[src/rtl/ldl_pkg.sv]
package ldl_pkg;

  // Strobes sent from the control to the datapath each cycle
  typedef struct packed {
    logic wrEn;    // store the incoming word at the write address
    logic rdEn;    // fetch the word at the read address into the output register
    logic clrOut;  // clear the output register
  } ldl_strobe_t;

  // Number of edges between sampling a word and seeing it at the output
  function automatic int unsigned ldlLatency(input int unsigned addrW);
    return (32'd1 << addrW) - 32'd1;
  endfunction

endpackage

[src/rtl/ldl_ctrl.sv]
module ldl_ctrl
  import ldl_pkg::*;
#(
  parameter int ADDR_W = 4
) (
  input  logic              clk,
  input  logic              rst,
  output logic [ADDR_W-1:0] wrAddr,
  output logic [ADDR_W-1:0] rdAddr,
  output ldl_strobe_t       strobe,
  output logic              primed
);

  localparam logic [ADDR_W-1:0] LAST_SLOT  = '1;
  localparam logic [ADDR_W-1:0] FIRST_SLOT = '0;

  logic [ADDR_W-1:0] wrPtr;
  logic [ADDR_W-1:0] rdPtr;
  logic              primedQ;

  // Write counter: starts at the top slot, wraps naturally
  always_ff @(posedge clk) begin
    if (rst) begin
      wrPtr <= LAST_SLOT;
    end else begin
      wrPtr <= wrPtr + 1'b1;
    end
  end

  // Read counter: starts at the bottom slot, wraps naturally
  always_ff @(posedge clk) begin
    if (rst) begin
      rdPtr <= FIRST_SLOT;
    end else begin
      rdPtr <= rdPtr + 1'b1;
    end
  end

  // The first word written after reset sits in the top slot. It reaches the
  // output on the edge where the read counter first points there.
  always_ff @(posedge clk) begin
    if (rst) begin
      primedQ <= 1'b0;
    end else if (rdPtr == LAST_SLOT) begin
      primedQ <= 1'b1;
    end
  end

  always_comb begin
    strobe.wrEn   = !rst;
    strobe.rdEn   = !rst;
    strobe.clrOut = rst;
  end

  assign wrAddr = wrPtr;
  assign rdAddr = rdPtr;
  assign primed = primedQ;

endmodule

[src/rtl/ldl_dpath.sv]
module ldl_dpath
  import ldl_pkg::*;
#(
  parameter int ADDR_W = 4,
  parameter int DATA_W = 8
) (
  input  logic              clk,
  input  ldl_strobe_t       strobe,
  input  logic [ADDR_W-1:0] wrAddr,
  input  logic [ADDR_W-1:0] rdAddr,
  input  logic [DATA_W-1:0] dataIn,
  output logic [DATA_W-1:0] dataOut
);

  localparam int DEPTH = 1 << ADDR_W;

  logic [DATA_W-1:0] store [DEPTH];
  logic [DATA_W-1:0] outReg;

  // Write port: the memory holds no reset, its contents stay in place
  always_ff @(posedge clk) begin
    if (strobe.wrEn) begin
      store[wrAddr] <= dataIn;
    end
  end

  // Read port: registered. The addresses never match, so no bypass is needed.
  always_ff @(posedge clk) begin
    if (strobe.clrOut) begin
      outReg <= '0;
    end else if (strobe.rdEn) begin
      outReg <= store[rdAddr];
    end
  end

  assign dataOut = outReg;

endmodule

[src/rtl/long_delay_line.sv]
module long_delay_line
  import ldl_pkg::*;
#(
  parameter int ADDR_W = 4,
  parameter int DATA_W = 8
) (
  input  logic              clk,
  input  logic              rst,
  input  logic [DATA_W-1:0] dataIn,
  output logic [DATA_W-1:0] dataOut,
  output logic              outValid
);

  logic [ADDR_W-1:0] wrAddr;
  logic [ADDR_W-1:0] rdAddr;
  ldl_strobe_t       strobe;

  ldl_ctrl #(.ADDR_W(ADDR_W)) ctrl_i (
    .clk    (clk),
    .rst    (rst),
    .wrAddr (wrAddr),
    .rdAddr (rdAddr),
    .strobe (strobe),
    .primed (outValid)
  );

  ldl_dpath #(.ADDR_W(ADDR_W), .DATA_W(DATA_W)) dpath_i (
    .clk     (clk),
    .strobe  (strobe),
    .wrAddr  (wrAddr),
    .rdAddr  (rdAddr),
    .dataIn  (dataIn),
    .dataOut (dataOut)
  );

endmodule

[config.mk]
export PLATFORM = sky130hd
export DESIGN_NAME = long_delay_line
export DESIGN_NICKNAME = d
export VERILOG_FILES = /design/src/rtl/ldl_pkg.sv /design/src/rtl/ldl_ctrl.sv /design/src/rtl/ldl_dpath.sv /design/src/rtl/long_delay_line.sv
export SDC_FILE = /design/constraint.sdc
export NUM_CORES = 1
export LEC_CHECK = 0
export BUFFER_PORTS_ARGS = -buffer_cell sky130_fd_sc_hd__buf_2
export CAP_MARGIN = 20
export CORE_UTILIZATION = 35
export CTS_CLUSTER_SIZE = 40
export DETAILED_ROUTE_END_ITERATION = 8
export GPL_TIMING_DRIVEN = 0
export REMOVE_ABC_BUFFERS = 1
export SYNTH_ARGS = -nofsm -noshare
export SYNTH_HDL_FRONTEND = slang
export SYNTH_SLANG_ARGS = --single-unit
[constraint.sdc]
create_clock -name clk -period 3.6 [get_ports clk]
set_input_delay 0.72 -clock clk [delete_from_list [all_inputs] [get_ports clk]]
set_output_delay 0.72 -clock clk [all_outputs]
set_load 0.005 [all_outputs]
==> impl_metrics.json, run 1 <==
{
  "drv_slew": 0,
  "status": "complete, no violations",
  "yosysWarnings": 0,
  "cts_resized": 0,
  "cts_max_level": 4,
  "synth-xor-area-share_pct": 0.6215,
  "drc": 0,
  "post-place-cells": 511,
  "setup_tns_ps": 0,
  "synth-compound-area-share_pct": 3.840,
  "die_x_um": 128.9,
  "grt_pass1_wl_mm": 16.09,
  "vias_per_cell": 4.930,
  "power_per_cell_area_nw_per_um2": 594.2,
  "gp_congestion": 0.7092,
  "final_antenna_net_count": 0,
  "synth.cell_area_um2": 5637,
  "clk_pin_slew_worst_paths_ps": 60,
  "synth_top_area_cell": "edfxtp_1",
  "ys_seq_area_share_pct": 74.23,
  "crit_end": "dpath_i.dataOut[4]",
  "max-slew-margin-rel_pct": 31.22,
  "hold_viol": 0,
  "synth_top_area_share_pct": 68.19,
  "cp.arrival_ps": 2600,
  "track_usage_pct": 13.86,
  "synth_top_family_by_area": "multiplexers",
  "hold_buffers": 0,
  "grt_pass1_vias": 2794,
  "overflow": 0,
  "syn_avg_cell_area_um2": 19.50,
  "drt_first_pass_iters": 4,
  "crit_start": "ctrl_i.rdAddr[0]",
  "worstReg2RegStart": "ctrl_i.rdAddr[0]",
  "fin_skew_ps": 8.701,
  "synth_cells": 289,
  "initial_utilization_pct": 35.61,
  "cp_max_fo": 29,
  "die_y_um": 128.9,
  "final_layout_size_suffix_gt1_share_pct": 25.69,
  "crit_required_ps": 3860,
  "stdcell_area_um2": 6500,
  "insertion_delay_ps": 420,
  "cts_sinks": 145,
  "wire_per_inst_um": 19.09,
  "port_buffers": 18,
  "power.leakage_nw": 2.077,
  "min_from": "ctrl_i.wrAddr[0]",
  "clock_path_buffers": 2,
  "cts_tree": "built",
  "fillers": 1378,
  "drt_iter0_markers": 196,
  "ir_drop_uv": 308.4,
  "finalNonFillerCells": 543,
  "die-area_um2": 16620,
  "rows": 46,
  "slowest_stage": "nor2b_1",
  "dp_hpwl_mm": 6.346,
  "reg2reg_depth": 4,
  "r2r_setup_slack_ps": 1260,
  "cp_common_cell": "o21ai_1",
  "setup_viol": 0,
  "final_util_pct": 41.07,
  "crit_path_cell_trace": "nor2b_1, a221oi_2, o21ai_1, o21ai_1",
  "start_kind": "flop",
  "vias": 2677,
  "drv_cap": 0,
  "synth_cell_types": 29,
  "crit_cells": 4,
  "rsz0062_at_grt": "false",
  "ys_ff_latch": 145,
  "grt_max_degree": 30,
  "placed_cell_area_um2": 5928,
  "core_area_um2": 15830,
  "postCtsSetupBuffers": 0,
  "path_class": "flop to flop",
  "slowest_delay_ps": 900,
  "wl_mm": 10.37,
  "min_path_type": "flop to flop",
  "finalCritPeriodShare_pct": 64.93,
  "clock-root-buffer": "clkbuf_16",
  "tightestPinTransition_ps": 1030,
  "area_growth_pct": 15.32,
  "nNetsFinal": 329,
  "max_clock_freq_mhz": 427.8,
  "antenna_cells": 0,
  "critPathBufInv": 0,
  "io_pins": 19,
  "cts_made_buffers": 17,
  "netlist_top_cells_area": "edfxtp_1 (68%), mux4_2 (6.8%), dfxtp_1 (6.0%)",
  "layout_min_cycle_time_ps": 2338,
  "cp-end-kind": "flop",
  "muxShareOfSynthArea_pct": 14.05,
  "synth-simple-area-share_pct": 3.796,
  "critical_path.top_delay_family": "simple AND/OR/NAND/NOR gates",
  "antenna_found_initial": 0,
  "synth_adder_area_share_pct": 1.110,
  "reg2reg_to": "dpath_i.dataOut[4]"
}
[cell usage in the layout, fill, tap and decap left out, types with 3 or more instances in the layout]
cell | Yosys | layout
ha_1 | 5 | 5
clkbuf_16 | 0 | 17
buf_2 | 3 | 20
mux4_2 | 17 | 17
edfxtp_1 | 128 | 128
a221oi_2 | 8 | 8
nand2b_1 | 11 | 11
nor3_2 | 0 | 3
clkinv_2 | 0 | 3
nor3_1 | 6 | 3
clkinvlp_4 | 0 | 5
dfxtp_2 | 0 | 3
mux2i_1 | 24 | 24
o21ai_1 | 16 | 16
nand2_1 | 4 | 4
dfxtp_1 | 17 | 14
mux4_1 | 6 | 6
nor2_1 | 15 | 15
[cell usage after synthesis]
| cell | number |
|---|---|
| a311o_1 | 1 |
| xnor2_1 | 2 |
| xor2_1 | 2 |
| nor3b_1 | 1 |
| mux4_1 | 6 |
| and2_1 | 1 |
| nor2_1 | 15 |
| a31oi_1 | 1 |
| o21ai_1 | 16 |
| a221oi_2 | 8 |
| dfxtp_1 | 17 |
| buf_12 | 1 |
| nor3_1 | 6 |
| mux2i_1 | 24 |
| mux2_1 | 1 |
| mux4_2 | 17 |
| nor2b_1 | 2 |
| ha_1 | 5 |
| buf_6 | 5 |
| or2_1 | 1 |
| nand3_1 | 1 |
| buf_2 | 3 |
| buf_4 | 2 |
| clkbuf_1 | 5 |
| nand2_1 | 4 |
| nand2b_1 | 11 |
| or2_2 | 1 |
| edfxtp_1 | 128 |
| inv_1 | 2 |
[state kept, by name (all words and copies together) (netlist names)]
| name | count |
|---|---|
| ctrl_i.primed | 1 |
| dpath_i.store | 128 |
| ctrl_i.wrAddr | 4 |
| dpath_i.dataOut | 8 |
| ctrl_i.rdAddr | 4 |
[cells by family (layout without fill, tap and decap cells)]
family,Yosys count,in the layout
xor+xnor,4,4
fa+ha+maj,5,5
mux,48,48
flops,145,145
simple gates,43,43
compound gates,26,26
buf+inv,18,56
[cell type report]
cell class / instances / area [um^2] / area share [%]
timing repair buffer: 22 / 127.6 / 1.963
multi-input combinational: 126 / 1335 / 20.54
tap: 216 / 270.3 / 4.158
clock buffer: 19 / 432.9 / 6.660
sequential: 145 / 4188 / 64.43
inverter: 2 / 7.507 / 0.1155
clock inverter: 13 / 138.9 / 2.137
[worst min-delay path by stage]
stage                       end  cells past startpoint
5_1_grt        ctrl_i.wrAddr[0]                      1
3_5_place_dp   ctrl_i.wrAddr[0]                      1
2_1_floorplan  ctrl_i.wrAddr[0]                      1
6_report       ctrl_i.wrAddr[0]                      1
4_1_cts        ctrl_i.wrAddr[0]                      1
3_3_place_gp   ctrl_i.wrAddr[0]                      1
[power breakdown]
part / internal (mW) / switching [mW] / total, mW
clock: 1.02 / 0.669 / 1.69
sequential: 1.89 / 0.0571 / 1.95
combinational: 0.0998 / 0.124 / 0.224
total: 3.01 / 0.851 / 3.86
[worst reg2reg max path, stage by stage, from the launching register on]
cell and delay [ps]:
dfxtp_2 880, nor2b_1 910, a221oi_2 160, o21ai_1 120, o21ai_1 120
[per-stage QoR]
stage | setup slack (ps) | hold WS (ps) | total power [mW]
final | 1263 | 455.8 | 3.862
after global routing | 1069 | 477.8 | 4.002
after global placement | 653.3 | 429.9 | 2.207
after detailed placement | 1234 | 443.7 | 2.216
after floorplan | 1564 | 415.6 | 2.112
after CTS | 1212 | 458.7 | 3.896
[layer usage]
layer	part of all wire [%]	routed length (um)	track usage [%]
met1	45	4690	17.52
met2	49	5071	22.45
met3	3.8	392	3.992
met4	2.0	212	5.675
met5	0	0	0
(Power assumes the default switching activity.)
==> run 2, diff against run 1 <==
- clock period: 3.6 -> 2.2 ns (I/O delays scaled with it)
==> run 2 against run 1 <==
  * Critical path depth is the same
  * Clock skew is essentially flat
  * Utilization is essentially flat
  * Clock power grew 63%
  * First-iteration DRC count grew 5.6%
  * Register-to-register slack lost 1100 ps
  * Total power grew 64%
  * Largest power group unchanged
==> impl_metrics.json, run 2 (synthesis gave the netlist of run 1 again) <==
{
  "cts_tree": "built",
  "setup_tns_ps": 0,
  "cp.arrival_ps": 2280,
  "overflow": 0,
  "initial_utilization_pct": 35.61,
  "clk_pin_slew_worst_paths_ps": 60,
  "cts_max_level": 4,
  "die-area_um2": 16620,
  "power_per_cell_area_nw_per_um2": 972.0,
  "area_growth_pct": 15.41,
  "drt_first_pass_iters": 4,
  "final_layout_size_suffix_gt1_share_pct": 25.99,
  "drv_cap": 0,
  "dp_slack_ps": -155.1,
  "core_area_um2": 15830,
  "rsz0062_at_grt": "false",
  "wl_mm": 10.35,
  "antenna_cells": 0,
  "reg2reg_depth": 4,
  "final_cell_mix": "edfxtp_1 (128), mux2i_1 (24), buf_2 (20)",
  "antenna_found_initial": 0,
  "tightestPinTransition_ps": 965.4,
  "wl_met1_mm": 4.680,
  "min_path_type": "primary input to flop",
  "final_common_cell": "edfxtp_1",
  "grt_pass1_wl_mm": 16.08,
  "insertion_delay_ps": 420,
  "routed.top_layer": "met4",
  "rows": 46,
  "post-place-cells": 511,
  "track_usage_pct": 13.86,
  "fin_skew_ps": 8.921,
  "grt_max_degree": 30,
  "wl_met3_um": 383,
  "setup_viol": 0,
  "wl_met2_mm": 5.069,
  "final_antenna_net_count": 0,
  "nNetsFinal": 329,
  "layout_min_cycle_time_ps": 2011,
  "status": "complete, no violations",
  "gp_congestion": 0.7092,
  "finalCritPeriodShare_pct": 91.40,
  "hold_viol": 0,
  "r2r_setup_slack_ps": 190,
  "dp_hpwl_mm": 6.346,
  "max_clock_freq_mhz": 497.3,
  "port_buffers": 18,
  "setup_ws_ps": 189.3,
  "reg2reg_to": "dpath_i.dataOut[4]",
  "io_pins": 19,
  "cts_made_buffers": 17,
  "cp-end-kind": "flop",
  "die_x_um": 128.9,
  "clock-root-buffer": "clkbuf_16",
  "max-slew-margin-rel_pct": 35.40,
  "largest_reg_flops": 128,
  "cts_sinks": 145,
  "drv_slew": 0,
  "crit_required_ps": 2470,
  "wire_per_inst_um": 19.06,
  "p_total_mw": 6.323,
  "drc": 0,
  "power.leakage_nw": 2.078,
  "worstReg2RegStart": "ctrl_i.rdAddr[1]",
  "vias": 2671,
  "top_register": "dpath_i.store",
  "cp_max_fo": 28,
  "crit_end": "dpath_i.dataOut[4]",
  "die_y_um": 128.9,
  "start_kind": "flop",
  "crit_start": "ctrl_i.rdAddr[1]",
  "ir_drop_uv": 506.1,
  "vias_per_cell": 4.919,
  "path_class": "flop to flop",
  "clock_path_buffers": 2,
  "grt_pass1_vias": 2791,
  "finalNonFillerCells": 543,
  "drt_iter0_markers": 207
}
[run 2: cell count changes in the layout (fill, tap and decap cells not counted)]
cell,before,now
nor2b_1,2,1
dfxtp_2,3,2
dfxtp_4,0,1
nor2b_2,0,1
[run 2: routing by layer]
| layer | global-route usage (%) | up-vias |
|---|---|---|
| met1 | 17.49 | 1380 |
| li1 | - | 1205 |
| met5 | 0 | - |
| met2 | 22.48 | 65 |
| met4 | 5.675 | 0 |
| met3 | 3.992 | 21 |
[run 2: cell type report]
| cell class | count | area, um^2 |
|---|---|---|
| clock inverter | 13 | 138.9 |
| multi-input combinational | 126 | 1338 |
| inverter | 2 | 7.507 |
| sequential | 145 | 4190 |
| tap | 216 | 270.3 |
| timing repair buffer | 22 | 127.6 |
| clock buffer | 19 | 432.9 |
| fill | 1376 | 9323 |
[run 2: worst min path at each step]
| stage | start | to | slack [ps] | cells past startpoint |
|---|---|---|---|---|
| finish | rst | ctrl_i.rdAddr[0] | 390 | 2 |
| global route | rst | ctrl_i.rdAddr[0] | 380 | 2 |
| CTS | rst | ctrl_i.rdAddr[0] | 370 | 2 |
| detailed placement | ctrl_i.wrAddr[0] | ctrl_i.wrAddr[0] | 440 | 1 |
| global placement | ctrl_i.wrAddr[0] | ctrl_i.wrAddr[0] | 430 | 1 |
| floorplan | ctrl_i.wrAddr[0] | ctrl_i.wrAddr[0] | 420 | 1 |
[run 2: per-stage QoR]
stage / area [um^2] / hold WS [ps] / utilization (%)
finish: 6505 / 385.7 / 41.10
global route: 6505 / 381.5 / 41.10
CTS: 6505 / 367.6 / 41.10
detailed placement: 5928 / 443.7 / 37.45
global placement: 5872 / 429.9 / 37.10
floorplan: 5512 / 415.6 / -
[run 2: critical path, cell delays in order (launching register included)]
cell,delay (ps)
dfxtp_2,880
and2_1,630
a221oi_2,120
o21ai_1,110
o21ai_1,120
[run 2: report_power, final]
part           internal (mW)  total, mW  switching, mW
clock network           1.67       2.76           1.10
registers               3.10       3.19         0.0937
logic                  0.164      0.367          0.203
[run 2: repair_timing]
item                                    CTS  global route
resized for setup                         2             0
setup buffers                             0             0
endpoints found under the setup margin    8             0
hold buffers                              0             0
==> run 3, diff against run 2 <==
- RECOVER_POWER: unset -> 100
==> run 3 against run 2 <==
  * Final cell count unchanged
  * Via count decreased by 0.11%
  * First-iteration DRC count is 0.97% higher
  * Worst setup slack better by 38 ps
  * Final area shrank 0.85%
  * Critical path depth down 1
  * Hold slack worse by 6.0 ps
  * Clock skew is essentially flat
  * Total power decreased by 0.15%
  * Clock power about the same
  * Critical path type unchanged
  * Highest routed layer unchanged
==> impl_metrics.json, run 3 (synthesis gave the netlist of run 1 again) <==
{
  "status": "complete, no violations",
  "layout_min_cycle_time_ps": 1972,
  "die-area_um2": 16620,
  "clock_path_buffers": 2,
  "largest_reg_flops": 128,
  "start_kind": "flop",
  "overflow": 0,
  "dp_hpwl_mm": 6.346,
  "port_buffers": 18,
  "drv_cap": 0,
  "setup_viol": 0,
  "cts_sinks": 145,
  "finalNonFillerCells": 543,
  "post-place-cells": 511,
  "fin_skew_ps": 8.570,
  "nNetsFinal": 329,
  "clock-root-buffer": "clkbuf_16",
  "cts_made_buffers": 17,
  "rsz0062_at_grt": "false",
  "path_class": "flop to flop",
  "grt_max_degree": 30,
  "cp.arrival_ps": 2260,
  "drc": 0,
  "power_per_cell_area_nw_per_um2": 978.8,
  "area_growth_pct": 14.43,
  "final_util_pct": 40.75,
  "final_cell_mix": "edfxtp_1 (128), mux2i_1 (24), clkbuf_1 (19)",
  "min_path_type": "primary input to flop",
  "vias_per_cell": 4.913,
  "insertion_delay_ps": 420,
  "cp-end-kind": "flop",
  "wl_mm": 10.37,
  "cts_max_level": 4,
  "track_usage_pct": 13.86,
  "grt_pass1_vias": 2791,
  "top_register": "dpath_i.store",
  "die_x_um": 128.9,
  "die_y_um": 128.9,
  "tightestPinTransition_ps": 985.5,
  "antenna_found_initial": 0,
  "final_layout_size_suffix_gt1_share_pct": 19.27,
  "final_antenna_net_count": 0,
  "multi_input_area_um2": 1306,
  "antenna_cells": 0,
  "max-slew-margin-rel_pct": 34.06,
  "wire_per_inst_um": 19.10,
  "clk_pin_slew_worst_paths_ps": 60,
  "drv_slew": 0,
  "final_common_cell": "edfxtp_1",
  "io_pins": 19,
  "drt_first_pass_iters": 4,
  "fillers": 1396,
  "cts_tree": "built",
  "hold_buffers": 0,
  "finalCritPeriodShare_pct": 89.65,
  "power.leakage_nw": 2.006,
  "gp_congestion": 0.7092,
  "max_clock_freq_mhz": 507.0,
  "seq_area_um2": 4190,
  "rows": 46,
  "core_area_um2": 15830,
  "cp_max_fo": 28,
  "vias": 2668,
  "grt_pass1_wl_mm": 16.08,
  "hold_slack_ps": 379.7,
  "drt_iter0_markers": 209,
  "hold_viol": 0,
  "crit_required_ps": 2490,
  "ir_drop_uv": 504.3,
  "initial_utilization_pct": 35.61
}
-- run 3: layer usage --
| layer | track usage, % | up-vias | part of all wire, % |
|---|---|---|---|
| li1 | - | 1204 | - |
| met2 | 22.48 | 70 | 49 |
| met4 | 5.675 | 0 | 1.6 |
| met1 | 17.49 | 1380 | 45 |
| met3 | 3.992 | 14 | 4.3 |
| met5 | 0 | - | 0 |
-- run 3: final cells by class --
type | count | share of cell area (%)
clock buffer | 19 | 6.712
multi-input combinational | 126 | 20.25
tap | 216 | 4.190
clock inverter | 13 | 2.153
timing repair buffer | 22 | 1.610
sequential | 145 | 64.97
inverter | 2 | 0.1164
-- run 3: final timing paths --
path / startpoint / end / slack [ps] / depth (start not counted)
hold / removal: rst / ctrl_i.rdAddr[0] / 380 / 2
setup reg to reg: ctrl_i.rdAddr[1] / dpath_i.dataOut[6] / 230 / 3
hold reg to reg: ctrl_i.wrAddr[0] / ctrl_i.wrAddr[0] / 460 / 1
setup / recovery: ctrl_i.rdAddr[1] / dpath_i.dataOut[6] / 230 / 3
-- run 3: what timing repair did --
action | in CTS | in global routing
resized for setup | 2 | 0
endpoints found under the setup margin | 8 | 0
buffers inserted | 0 | 0
-- run 3: metrics by stage --
stage	setup WS [ps]	TNS [ps]	instance area, um^2	power (mW)
2_1_floorplan	164.0	0	5512	3.457
3_3_place_gp	-746.7	-11520	5872	3.611
3_5_place_dp	-155.1	-958.5	5928	3.627
4_1_cts	120.3	0	6505	6.375
5_1_grt	38.83	0	6450	6.536
6_report	227.8	0	6450	6.313
-- run 3: worst max-delay path, stage by stage (launching register included) --
cell and delay [ps]:
dfxtp_2 880, mux4_2 580, o21ai_0 270, o21ai_1 110
-- run 3: power by group --
part	internal, mW	switching [mW]	leakage, nW
clock network	1.67	1.10	0.265
logic	0.154	0.198	0.442
registers	3.10	0.0941	1.30
